===== src/rtl/uart_stat_pkg.sv =====
package uart_stat_pkg;
  localparam int unsigned NFLAG   = 5;
  localparam int unsigned F_TDRE  = 0;
  localparam int unsigned F_TC    = 1;
  localparam int unsigned F_FE    = 2;
  localparam int unsigned F_NF    = 3;
  localparam int unsigned F_PE    = 4;
  localparam logic [NFLAG-1:0] FLAG_RST = 5'b00011;
  typedef logic [NFLAG-1:0] flag_vec_t;
endpackage


===== src/rtl/uart_txflag_ctrl.sv =====
module uart_txflag_ctrl (
  input  logic clk,
  input  logic rst_n,
  input  logic tx_char_done,
  input  logic tx_idle,
  input  logic stat_rd,
  input  logic data_wr,
  input  logic pre_q,
  input  logic brk_q,
  output logic tdre,
  output logic tc,
  output logic tc_armed
);
  logic tdre_q, tdre_d, tdre_en;
  logic tc_q, tc_d, tc_en;
  logic arm_q, arm_d, arm_en;
  logic act, fire;

  always_comb begin
    act  = data_wr | pre_q | brk_q;
    fire = act & arm_q;
    // holding-empty: shifter completion wins over a write
    tdre_en = tx_char_done | data_wr;
    tdre_d  = tx_char_done;
    // complete: new set wins over an armed clear
    tc_en = tx_idle | fire;
    tc_d  = tx_idle;
    // arm: dropped on set or use, taken by a read that sees complete
    arm_en = tx_idle | fire | (stat_rd & tc_q);
    arm_d  = ~(tx_idle | fire);
  end

  always_ff @(posedge clk or negedge rst_n) begin
    if (!rst_n) begin
      tdre_q <= 1'b1;
      tc_q   <= 1'b1;
      arm_q  <= 1'b0;
    end else begin
      if (tdre_en) tdre_q <= tdre_d;
      if (tc_en)   tc_q   <= tc_d;
      if (arm_en)  arm_q  <= arm_d;
    end
  end

  assign tdre     = tdre_q;
  assign tc       = tc_q;
  assign tc_armed = arm_q;
endmodule


===== src/rtl/uart_rxerr_flags.sv =====
module uart_rxerr_flags (
  input  logic clk,
  input  logic rst_n,
  input  logic err_clr,
  input  logic rx_valid,
  input  logic rx_frame_err,
  input  logic rx_noise,
  input  logic rx_parity_err,
  output logic fe,
  output logic nf,
  output logic pe,
  output logic rx_accept
);
  logic fe_q, nf_q, pe_q;
  logic fe_d, nf_d, pe_d;
  logic fe_base, nf_base, pe_base, take, upd_en;

  always_comb begin
    fe_base = fe_q & ~err_clr;
    nf_base = nf_q & ~err_clr;
    pe_base = pe_q & ~err_clr;
    take    = rx_valid & ~fe_base;
    fe_d    = fe_base | (take & rx_frame_err);
    nf_d    = nf_base | (take & rx_noise);
    pe_d    = pe_base | (take & rx_parity_err);
    upd_en  = err_clr | take;
  end

  always_ff @(posedge clk or negedge rst_n) begin
    if (!rst_n) begin
      fe_q <= 1'b0;
      nf_q <= 1'b0;
      pe_q <= 1'b0;
    end else if (upd_en) begin
      fe_q <= fe_d;
      nf_q <= nf_d;
      pe_q <= pe_d;
    end
  end

  assign fe        = fe_q;
  assign nf        = nf_q;
  assign pe        = pe_q;
  assign rx_accept = take;
endmodule


===== src/rtl/uart_pin_dir.sv =====
module uart_pin_dir (
  input  logic single_wire,
  input  logic tx_dir,
  output logic txd_oe
);
  always_comb txd_oe = single_wire ? tx_dir : 1'b1;
endmodule


===== src/rtl/uart_status_flags.sv =====
module uart_status_flags
  import uart_stat_pkg::*;
(
  input  logic             clk,
  input  logic             rst_n,
  input  logic             tx_char_done,
  input  logic             tx_idle,
  input  logic             stat_rd,
  input  logic             data_wr,
  input  logic             pre_q,
  input  logic             brk_q,
  input  logic             err_clr,
  input  logic             rx_valid,
  input  logic             rx_frame_err,
  input  logic             rx_noise,
  input  logic             rx_parity_err,
  input  logic             single_wire,
  input  logic             tx_dir,
  input  logic [NFLAG-1:0] irq_en,
  output logic [NFLAG-1:0] flags,
  output logic [NFLAG-1:0] irq,
  output logic             rx_accept,
  output logic             txd_oe
);
  flag_vec_t fl;
  logic      tc_armed;

  uart_txflag_ctrl u_tx (
    .clk(clk), .rst_n(rst_n), .tx_char_done(tx_char_done), .tx_idle(tx_idle),
    .stat_rd(stat_rd), .data_wr(data_wr), .pre_q(pre_q), .brk_q(brk_q),
    .tdre(fl[F_TDRE]), .tc(fl[F_TC]), .tc_armed(tc_armed)
  );

  uart_rxerr_flags u_rx (
    .clk(clk), .rst_n(rst_n), .err_clr(err_clr), .rx_valid(rx_valid),
    .rx_frame_err(rx_frame_err), .rx_noise(rx_noise), .rx_parity_err(rx_parity_err),
    .fe(fl[F_FE]), .nf(fl[F_NF]), .pe(fl[F_PE]), .rx_accept(rx_accept)
  );

  uart_pin_dir u_pin (
    .single_wire(single_wire), .tx_dir(tx_dir), .txd_oe(txd_oe)
  );

  for (genvar i = 0; i < NFLAG; i++) begin : g_irq
    assign irq[i] = fl[i] & irq_en[i];
  end

  assign flags = fl;
endmodule


===== config.mk =====
export PLATFORM = sky130hd
export DESIGN_NAME = uart_status_flags
export DESIGN_NICKNAME = d
export VERILOG_FILES = /design/src/rtl/uart_stat_pkg.sv /design/src/rtl/uart_txflag_ctrl.sv /design/src/rtl/uart_rxerr_flags.sv /design/src/rtl/uart_pin_dir.sv /design/src/rtl/uart_status_flags.sv
export SDC_FILE = /design/constraint.sdc
export NUM_CORES = 1
export LEC_CHECK = 0
export BUFFER_PORTS_ARGS = -buffer_cell sky130_fd_sc_hd__buf_2
export CAP_MARGIN = 20
export CELL_PAD_IN_SITES_DETAIL_PLACEMENT = 0
export CELL_PAD_IN_SITES_GLOBAL_PLACEMENT = 1
export CORE_UTILIZATION = 21
export DETAILED_ROUTE_END_ITERATION = 8
export HOLD_SLACK_MARGIN = 0.05
export PLACE_DENSITY_LB_ADDON = 0.25
export SLEW_MARGIN = 20
export SYNTH_ARGS = -nofsm -noshare
export SYNTH_HDL_FRONTEND = slang
export SYNTH_HIERARCHICAL = 1
export SYNTH_SLANG_ARGS = --single-unit

===== constraint.sdc =====
create_clock -name clk -period 1.66 [get_ports clk]
set_input_delay 0 -clock clk [delete_from_list [all_inputs] [get_ports clk]]
set_output_delay 0 -clock clk [all_outputs]
set_load 0.02 [all_outputs]

==> run summary, run 1 <==
Drt drc: 0
Outcome: complete, no violations
Gpl congestion: 0.5952
Initial Utilization: 22.50%
Crit path DAT: 1690 ps
Fin. max-slew vios: 0
Pwr Total: 0.0004268 W
Post-route clock skew: 2.867 ps
Final WL: 783 um
RSZ-0062 raised after global routing: false
F_max: 659.7 MHz
Max-Cap Viols: 0
Final setup fails: 0
Least-Margin Pin Slew: 222.7 ps
Largest net degree at the start of global routing: 7
Logic gate share of total power: 29.6%
Crit-path slowest cell: dlygate4sd3_1
Mapped Cells: 30
CTS tree: built
Max-Slew Margin vs Limit: 85.03%
Die width: 39.34 um
CTS max path bufs: 2
Reported leakage power: 0.3194 nW
Routed Antenna Nets: 0
Layout Utilization: 46.06%
Crit path time final: 1516 ps
Delay-heaviest family, CP: buffers and inverters
Register area: 152.6 um2
Via Count: 374
Synth Warn #: 6
Multi-input logic area: 128.9 um2
Async S/R FF share, synth: 100.0%
Final instance area: 599.3 um2
Post-Syn Nets: 50
EDFF count, synth: 0
CP endpoint kind: register
GR peak layer: met2
Sequential power share: 40.0%
Number of DRC markers in iteration 0: 5
Synth area leader: dfrtp_1
Worst-path clk slew: 40 ps
Inst Count DP: 76
Die area: 1548 um2
DR vias/cell: 4.156
CTS Root Cell: clkbuf_4
Max VDD drop: 343.3 uV
# port buffers: 31
Dpl hpwl: 550.7 um
Clock share of power: 30.4%
CP cell instances: or4b_1 > a21oi_1 > dlygate4sd3_1
Largest stage delay, worst path: 560 ps
Htree depth: 1
Post-CTS setup buffers: 0
Most common cell in the netlist: and2_1
Gr ovfl total: 0
Initial antenna violation count: 0
Post-synthesis sequential area ratio: 52.14%
First-pass GRT wire length: 1242 um
Crit path launch type: register
Type of the tightest min-delay check: primary input to register
Met3 Resource Use GR: 3.977%
Internal: 0.0003095 W
Main flop type after synthesis: dfrtp_1
WL per Instance: 8.700 um
Critical path type: register to register
Setup_tns: 0 ps
Endpoints failing hold: 0
Synth cell count leaders: and2_1, dfrtp_1, nand2_1
Ports: 32
M1 GR Usage: 12.20%
Syn-to-layout area delta: 104.7%
Number of cells upsized or downsized after cts: 0
Area share of the largest cell type after synthesis: 34.19%
Ratio of cells with drive above 1 in the final layout: 48.00%
Row count: 13
Switching Fraction: 27.47%
Total iterations of the first detailed-routing run: 3
Core area: 1301 um2
P_sw: 0.0001173 W
CP Max Fanout: 3
DP Area: 466.7 um2
Worst path required time: 1830 ps
Clock latency at the later pin of the worst-skew pair: 240 ps
Netlist Area Pre-Place: 292.8 um2
Net count reported at finish: 97
Antenna Cells: 0
Die Y: 39.34 um
Flops & latches, synth: 6
Non-filler cells, final: 90
GR Layer Usage met2: 21.67%
Sink Count: 6
Worst Path Buf+Inv: 1
Final Cycle Share: 91.32%
CTS Buf Count: 3
Vias in the first global route: 355
Area contributors post-synth: dfrtp_1, dfstp_2, and2_1
# fillers: 135
Yosys cell types: 13
PwrDens: 712.1 nW/um2
Avg Cell Area, Syn: 9.759 um2
Gr usage total: 12.63%
[repair_timing]
action,4_1_cts,5_1_grt
hold endpoints to repair,12,0
endpoints found under the setup margin,0,0
hold buffers,11,0
[kinds of logic (layout without fill, tap and decap cells)]
kind of cell,count (synthesis),in the layout,synth area share (%)
compound gates,6,6,13.67
buf+inv,3,48,3.846
flops,6,6,52.14
simple gates,15,15,30.34
[worst register-to-register path, stage by stage, from the launching register on]
cell           delay, ps
dfrtp_1              340
or4b_1               430
a21oi_1              120
dlygate4sd3_1        560
[worst paths after layout]
path	endpoint	from	slack (ps)	cells after the start
worst min register to register	u_tx/tc	u_tx/tc	520	1
max in group asynchronous	u_tx/tc	rst_n	1320	2
worst min-delay path	u_tx/tc	brk_q	80	3
min in group asynchronous	u_rx/pe	rst_n	120	2
worst max register to register	u_tx/tc_armed	u_tx/tc_armed	140	3
worst max-delay path	u_tx/tc_armed	u_tx/tc_armed	140	3
[area by class of cell]
class	count	area share, %
clock buffers	3	3.758
inverters	3	1.879
multi-input cells	21	21.50
flip-flops and latches	6	25.47
well taps	15	3.132
repair buffers	42	44.26
[stage by stage]
step           setup WS [ps]  hold WS (ps)
2_1_floorplan          724.4        -295.6
3_3_place_gp           698.1        -166.8
3_5_place_dp           672.6        -164.5
4_1_cts                143.3         65.21
5_1_grt                96.97         89.14
6_report               144.1         81.35
[flip-flops by register name, indices dropped and copies added, names as in the netlist]
register and count:
u_tx/tc_armed 1, u_rx/pe 1, u_rx/fe 1, u_tx/tc 1
u_rx/nf 1, u_tx/tdre 1
[layer usage]
metal | up-vias | part of all wire, %
met5 | - | 0
met4 | 0 | 0.77
met3 | 2 | 13
met2 | 24 | 44
met1 | 158 | 43
li1 | 190 | -
[power by group through the flow]
stage / clock, W / combinational [W] / sequential (W)
floorplan: 0 / 0.0000407 / 0.000185
global placement: 0 / 0.000104 / 0.000173
detailed placement: 0 / 0.000104 / 0.000173
CTS: 0.000141 / 0.000127 / 0.000171
global route: 0.000148 / 0.000141 / 0.000172
finish: 0.000130 / 0.000126 / 0.000171
[layout by cell type (no fill, tap or decap), types with 3 or more instances in the layout]
master         Yosys  routed
dfrtp_1            4       4
inv_1              3       3
dlygate4sd3_1      0      11
nand2_1            4       4
clkbuf_4           0       3
buf_2              0      31
and2_1             6       6
(Power assumes the default switching activity.)
==> run 2: changes to the inputs <==
--- a/config.mk
+++ b/config.mk
@@ -10,6 +10,7 @@
 export CELL_PAD_IN_SITES_DETAIL_PLACEMENT = 0
 export CELL_PAD_IN_SITES_GLOBAL_PLACEMENT = 1
 export CORE_UTILIZATION = 21
+export CTS_BUF_LIST = sky130_fd_sc_hd__clkbuf_8 sky130_fd_sc_hd__clkbuf_16
 export DETAILED_ROUTE_END_ITERATION = 8
 export HOLD_SLACK_MARGIN = 0.05
 export PLACE_DENSITY_LB_ADDON = 0.25
==> run 2 against run 1 <==
Via count is 1.1% lower. Sequential power about the same. Worst hold slack worse by 23 ps. Count of clock-buffer cells in the layout unchanged. Global-route usage is 0.36 points lower. Clock skew fell by 1.5 ps. Design area fell by 0.21%. Setup slack gained 160 ps. Critical endpoint is now u_rx/pe. Highest routed layer unchanged.
==> run summary, run 2 (synthesis gave the netlist of run 1 again) <==
Ports: 32 (unchanged)
CP Max Fanout: 4 (was 3)
Outcome: complete, no violations (unchanged)
Total iterations of the first detailed-routing run: 3 (unchanged)
Final WL: 749 um (was 783 um)
Final setup fails: 0 (unchanged)
Internal: 0.0003794 W (was 0.0003095 W)
GR peak layer: met2 (unchanged)
Type of the tightest min-delay check: primary input to register (unchanged)
RSZ-0062 raised after global routing: false (unchanged)
Die Y: 39.34 um (unchanged)
Least-Margin Pin Slew: 199.2 ps (was 222.7 ps)
P_sw: 0.0001237 W (was 0.0001173 W)
Final instance area: 598.1 um2 (was 599.3 um2)
Commonest non-fill, non-tap cell in the layout: buf_2 (unchanged)
Reported leakage power: 0.3180 nW (was 0.3194 nW)
Max VDD drop: 423.1 uV (was 343.3 uV)
Post-route setup slack: 300.4 ps (was 144.1 ps)
Sink Count: 6 (unchanged)
F_max: 735.5 MHz (was 659.7 MHz)
CTS tree: built (unchanged)
DP Area: 466.7 um2 (unchanged)
CTS Root Cell: clkbuf_8 (was clkbuf_4)
Worst reg2reg path depth: 3 (unchanged)
Max-Cap Viols: 0 (unchanged)
Clock latency at the later pin of the worst-skew pair: 220 ps (was 240 ps)
Hold Startpoint: brk_q (unchanged)
Core area: 1301 um2 (unchanged)
Ratio of cells with drive above 1 in the final layout: 49.32% (was 48.00%)
Reg2reg end: u_rx/pe (was u_tx/tc_armed)
Largest net degree at the start of global routing: 7 (unchanged)
GR Layer Usage met2: 20.00% (was 21.67%)
Setup_tns: 0 ps (unchanged)
Met3 Resource Use GR: 3.977% (unchanged)
Syn-to-layout area delta: 104.3% (was 104.7%)
Post-route clock skew: 1.410 ps (was 2.867 ps)
Crit path DAT: 1460 ps (was 1690 ps)
Clock share of power: 41.9% (was 30.4%)
Gr ovfl total: 0 (unchanged)
Worst path required time: 1760 ps (was 1830 ps)
Most frequent cells in the layout: buf_2, dlygate4sd3_1, and2_1 (unchanged)
Sequential power share: 34.0% (was 40.0%)
Htree depth: 1 (unchanged)
Row count: 13 (unchanged)
Gpl congestion: 0.5952 (unchanged)
Initial Utilization: 22.50% (unchanged)
Via Count: 370 (was 374)
FF-to-FF Start: u_rx/fe (was u_tx/tc_armed)
Antenna Cells: 0 (unchanged)
Critical path type: primary input to register (was register to register)
Net count reported at finish: 95 (was 97)
Fin. max-slew vios: 0 (unchanged)
Routed Antenna Nets: 0 (unchanged)
Hold worst-path end: u_tx/tc_armed (was u_tx/tc)
Number of DRC markers in iteration 0: 3 (was 5)
DR vias/cell: 4.205 (was 4.156)
Number of cells upsized or downsized after cts: 0 (unchanged)
Dpl hpwl: 550.7 um (unchanged)
First-pass GRT wire length: 1207 um (was 1242 um)
Post-CTS setup buffers: 0 (unchanged)
R2r setup slk: 340 ps (was 140 ps)
Crit path time final: 1360 ps (was 1516 ps)
Final Cycle Share: 81.90% (was 91.32%)
Gr usage total: 12.28% (was 12.63%)
Switching Fraction: 24.58% (was 27.47%)
Die width: 39.34 um (unchanged)
Crit path launch: err_clr (was u_tx/tc_armed)
Endpoints failing hold: 0 (unchanged)
# port buffers: 31 (unchanged)
Crit path launch type: primary input (was register)
# fillers: 131 (was 135)
Die area: 1548 um2 (unchanged)
Vias in the first global route: 339 (was 355)
Logic gate share of total power: 24.1% (was 29.6%)
WL per Instance: 8.511 um (was 8.700 um)
Worst slack, placed: 672.6 ps (unchanged)
CTS Buf Count: 3 (unchanged)
WHS Path Cells: 3 (unchanged)
PwrDens: 841.2 nW/um2 (was 712.1 nW/um2)
CP endpoint kind: register (unchanged)
M1 GR Usage: 12.54% (was 12.20%)
Worst-path clk slew: 40 ps (about the same)
CTS max path bufs: 2 (unchanged)
Max-Slew Margin vs Limit: 86.61% (was 85.03%)
Initial antenna violation count: 0 (unchanged)
Drt drc: 0 (unchanged)
run 2: how the worst max path moves through the flow:
stage	endpoint	slack (ps)	cells after the start
floorplan	u_tx/tc_armed	720	2
global placement	u_tx/tc_armed	700	2
detailed placement	u_tx/tc_armed	670	2
CTS	u_rx/pe	320	5
global route	u_rx/pe	180	5
finish	u_rx/pe	300	5
run 2: final cells by class:
cell class / instances / area, um2 / area share [%]
sequential: 6 / 152.6 / 25.52
clock buffer: 3 / 41.29 / 6.904
tap: 15 / 18.77 / 3.138
multi-input combinational: 21 / 128.9 / 21.55
inverter: 3 / 11.26 / 1.883
timing repair buffer: 40 / 245.2 / 41.00
run 2: power groups by stage:
| stage | clock, W | sequential [W] | combinational (W) |
|---|---|---|---|
| 5_1_grt | 0.000229 | 0.000173 | 0.000136 |
| 4_1_cts | 0.000221 | 0.000171 | 0.000122 |
| 3_5_place_dp | 0 | 0.000173 | 0.000104 |
| 2_1_floorplan | 0 | 0.000185 | 0.0000407 |
| 3_3_place_gp | 0 | 0.000173 | 0.000104 |
| 6_report | 0.000211 | 0.000171 | 0.000121 |
run 2: timing repair:
item                       CTS  global route
hold endpoints to repair    12             0
hold buffers                 9             0
setup endpoints to repair    0             0
run 2: worst max-delay path: stages:
cell and delay, ps:
dlygate4sd3_1 530, buf_2 140, nor2b_1 140, o22ai_1 90, dlygate4sd3_1 550
run 2: metrics by stage:
step	util [%]	hold WS, ps	cells	total power [W]
2_1_floorplan	-	-295.6	30	0.0002262
3_3_place_gp	35.87	-166.8	76	0.0002769
3_5_place_dp	35.87	-164.5	76	0.0002769
4_1_cts	45.96	50.77	88	0.0005138
5_1_grt	45.96	70.59	88	0.0005380
6_report	45.96	58.42	88	0.0005031
run 2: routing by layer:
metal,vias to the layer above,routed length [um]
li1,187,-
met1,157,323
met2,24,320
met3,2,99
met4,0,6
met5,-,0
==> run 3: changes to the inputs <==
--- a/config.mk
+++ b/config.mk
@@ -5,11 +5,12 @@
 export SDC_FILE = /design/constraint.sdc
 export NUM_CORES = 1
 export LEC_CHECK = 0
+export ABC_AREA = 1
 export BUFFER_PORTS_ARGS = -buffer_cell sky130_fd_sc_hd__buf_2
 export CAP_MARGIN = 20
 export CELL_PAD_IN_SITES_DETAIL_PLACEMENT = 0
 export CELL_PAD_IN_SITES_GLOBAL_PLACEMENT = 1
-export CORE_UTILIZATION = 21
+export CORE_UTILIZATION = 18
 export CTS_BUF_LIST = sky130_fd_sc_hd__clkbuf_8 sky130_fd_sc_hd__clkbuf_16
 export DETAILED_ROUTE_END_ITERATION = 8
 export HOLD_SLACK_MARGIN = 0.05
==> constraint.sdc (replaced) <==
create_clock -name clk -period 1.15 [get_ports clk]
set_input_delay 0 -clock clk [delete_from_list [all_inputs] [get_ports clk]]
set_output_delay 0 -clock clk [all_outputs]
set_load 0.02 [all_outputs]
==> run 3 against run 2 <==
The run now ends with design-rule violations left. Die area increased by 22%. Synthesized cell count rose by 43%. Total power grew 47%. Synthesized area is 5.6% higher. Via count grew 9.2%. Sequential share of layout area is 0.73 points lower. First-iteration DRC count up 130%. Global-route usage down 1.2 points. Design area is 2.9% higher.
==> run summary, run 3 <==
Outcome: complete, but fails checks (was complete, no violations)
Violated checks: design-rule violations
First-pass GRT wire length: 1497 um (was 1207 um)
Clock share of power: 41.2% (was 41.9%)
Pwr Total: 0.0007404 W (was 0.0005031 W)
Synth Warn #: 6 (unchanged)
CTS tree: built (unchanged)
Ratio of cells with drive above 1 in the final layout: 45.35% (was 49.32%)
Netlist Area Pre-Place: 309.0 um2 (was 292.8 um2)
Number of cells upsized or downsized after cts: 0 (unchanged)
EDFF count, synth: 0 (unchanged)
Endpoints failing hold: 0 (unchanged)
WL per Instance: 8.412 um (was 8.511 um)
Most frequent cells in the layout: buf_2, nand2_1, inv_1 (was buf_2, dlygate4sd3_1, and2_1)
P_sw: 0.0001943 W (was 0.0001237 W)
Area contributors post-synth: dfrtp_1, nand2_1, dfstp_2 (was dfrtp_1, dfstp_2, and2_1)
CTS max path bufs: 2 (unchanged)
Post-Syn Nets: 63 (was 50)
Yosys cell types: 11 (was 13)
Ports: 32 (unchanged)
Gr ovfl total: 0 (unchanged)
Vias in the first global route: 409 (was 339)
Worst reg2reg path depth: 4 (was 3)
Post-synthesis sequential area ratio: 49.39% (was 52.14%)
Die area: 1887 um2 (was 1548 um2)
Synth cell count leaders: nand2_1, inv_1, dfrtp_1 (was and2_1, dfrtp_1, nand2_1)
Fin. max-slew vios: 0 (unchanged)
Net count reported at finish: 108 (was 95)
Antenna Cells: 0 (unchanged)
Async S/R FF share, synth: 100.0% (unchanged)
CTS Root Cell: clkbuf_8 (unchanged)
# port buffers: 31 (unchanged)
DR vias/cell: 3.961 (was 4.205)
Die Y: 43.44 um (was 39.34 um)
Crit path launch type: register (was primary input)
Syn-to-layout area delta: 99.19% (was 104.3%)
Final setup fails: 0 (unchanged)
Drt drc: 5 (was 0)
Area share of the largest cell type after synthesis: 32.39% (was 34.19%)
Flops & latches, synth: 6 (unchanged)
Least-Margin Pin Slew: 154.3 ps (was 199.2 ps)
CTS Buf Count: 3 (unchanged)
Number of DRC markers in iteration 0: 7 (was 3)
Crit path DAT: 990 ps (was 1460 ps)
Reg2reg end: u_tx/tc_armed (was u_rx/pe)
Worst-path clk slew: 30 ps (was 40 ps)
R2r setup slk: 290 ps (was 340 ps)
Row count: 14 (was 13)
Logic gate share of total power: 24.7% (was 24.1%)
Post-route clock skew: 0.5531 ps (was 1.410 ps)
Final Cycle Share: 85.83%
Htree depth: 1 (unchanged)
Final WL: 858 um (was 749 um)
Main flop type after synthesis: dfrtp_1 (unchanged)
Via Count: 404 (was 370)
Sink Count: 6 (unchanged)
Largest net degree at the start of global routing: 7 (unchanged)
Gpl congestion: 0.7271 (was 0.5952)
CP endpoint kind: output port (was register)
Type of the tightest min-delay check: primary input to register (unchanged)
Worst path required time: 1150 ps (was 1760 ps)
Mapped Cells: 43 (was 30)
Crit path time final: 987.0 ps
Die width: 43.44 um (was 39.34 um)
Avg Cell Area, Syn: 7.187 um2 (was 9.759 um2)
Routed Antenna Nets: 0 (unchanged)
Synth area leader: dfrtp_1 (unchanged)
Gr usage total: 11.10% (was 12.28%)
F_max: 1013 MHz
Max-Slew Margin vs Limit: 89.72% (was 86.61%)
Critical path type: register to output port (was primary input to register)
Dpl hpwl: 619.3 um (was 550.7 um)
Switching Fraction: 26.24% (was 24.58%)
Core area: 1559 um2 (was 1301 um2)
Sequential power share: 34.1% (was 34.0%)
Initial Utilization: 19.82% (was 22.50%)
Critical Path Sink: irq[1] (was u_rx/pe)
Commonest non-fill, non-tap cell in the layout: buf_2 (unchanged)
Clock latency at the later pin of the worst-skew pair: 220 ps (about the same)
Internal: 0.0005462 W (was 0.0003794 W)
Max VDD drop: 724.5 uV (was 423.1 uV)
FF-to-FF Start: u_tx/tc (was u_rx/fe)
Max-Cap Viols: 0 (unchanged)
RSZ-0062 raised after global routing: false (unchanged)
Crit path launch: u_tx/tc (was err_clr)
Setup_tns: 0 ps (unchanged)
Most common cell in the netlist: nand2_1 (was and2_1)
CP Max Fanout: 4 (unchanged)
Total iterations of the first detailed-routing run: 5 (was 3)
PwrDens: 1203 nW/um2 (was 841.2 nW/um2)
Reported leakage power: 0.3932 nW (was 0.3180 nW)
Initial antenna violation count: 0 (unchanged)
## run 3: cell count changes after synthesis, sizes merged, moves of 2 or more
| cell | delta |
|---|---|
| nand2 | +16 |
| and2 | -6 |
| nand3 | +2 |
| nand2b | -2 |
| a21o | -2 |
| o22ai | -2 |
| inv | +8 |
## run 3: what timing repair did
action                                  4_1_cts  5_1_grt
setup buffers                                 0        0
endpoints found under the setup margin        0        0
hold endpoints to repair                     12        0
hold buffers                                  9        0
## run 3: power by group through the flow
stage / Combinational [W] / Sequential (W) / Clock [W]
2_1_floorplan: 0.0000662 / 0.000274 / 0
3_3_place_gp: 0.000160 / 0.000255 / 0
3_5_place_dp: 0.000161 / 0.000256 / 0
4_1_cts: 0.000185 / 0.000254 / 0.000322
5_1_grt: 0.000201 / 0.000257 / 0.000339
6_report: 0.000183 / 0.000253 / 0.000305
## run 3: kinds of logic after synthesis
kind of cell | after synthesis | synth area share (%)
DFF | 6 | 49.39
buffers and inverters | 11 | 13.36
AOI/OAI and AO/OA | 3 | 7.691
and+or+nand+nor | 23 | 29.56
## run 3: cell type report
cell class / instances / area (um2)
Inverter: 11 / 41.29
Fill cell: 160 / 943.4
Multi-Input combinational cell: 26 / 115.1
Tap cell: 16 / 20.02
Timing Repair Buffer: 40 / 245.2
Clock buffer: 3 / 41.29
Sequential cell: 6 / 152.6
## run 3: critical path, stage by stage (launching register included)
cell	delay (ps)
dfstp_2	540
nand2_1	50
inv_1	40
buf_2	150
## run 3: per-layer routing
| metal | track usage (%) | wire length [um] |
|---|---|---|
| met5 | 0 | 0 |
| met1 | 10.57 | 356 |
| met3 | 6.667 | 82 |
| met4 | 6.875 | 27 |
| met2 | 18.18 | 392 |
## run 3: how the worst min path moves through the flow
stage / start / to / depth (start not counted)
CTS: brk_q / u_tx/tc_armed / 4
floorplan: rst_n / u_rx/fe / 0
finish: brk_q / u_tx/tc_armed / 4
global route: brk_q / u_tx/tc_armed / 4
global placement: rst_n / u_rx/pe / 1
detailed placement: rst_n / u_rx/pe / 1
## run 3: per-stage QoR
stage                     setup slack (ps)  hold slack, ps  area [um2]  util [%]  std cells
after floorplan                      249.0          -295.6       309.0         -         43
after global placement               314.6          -165.6       484.2     31.06         90
after detailed placement             276.5          -168.8       484.2     31.06         90
after CTS                            146.6           54.60       615.6     39.49        102
after global routing                 113.5           83.29       615.6     39.49        102
final                                163.0           58.82       615.6     39.49        102
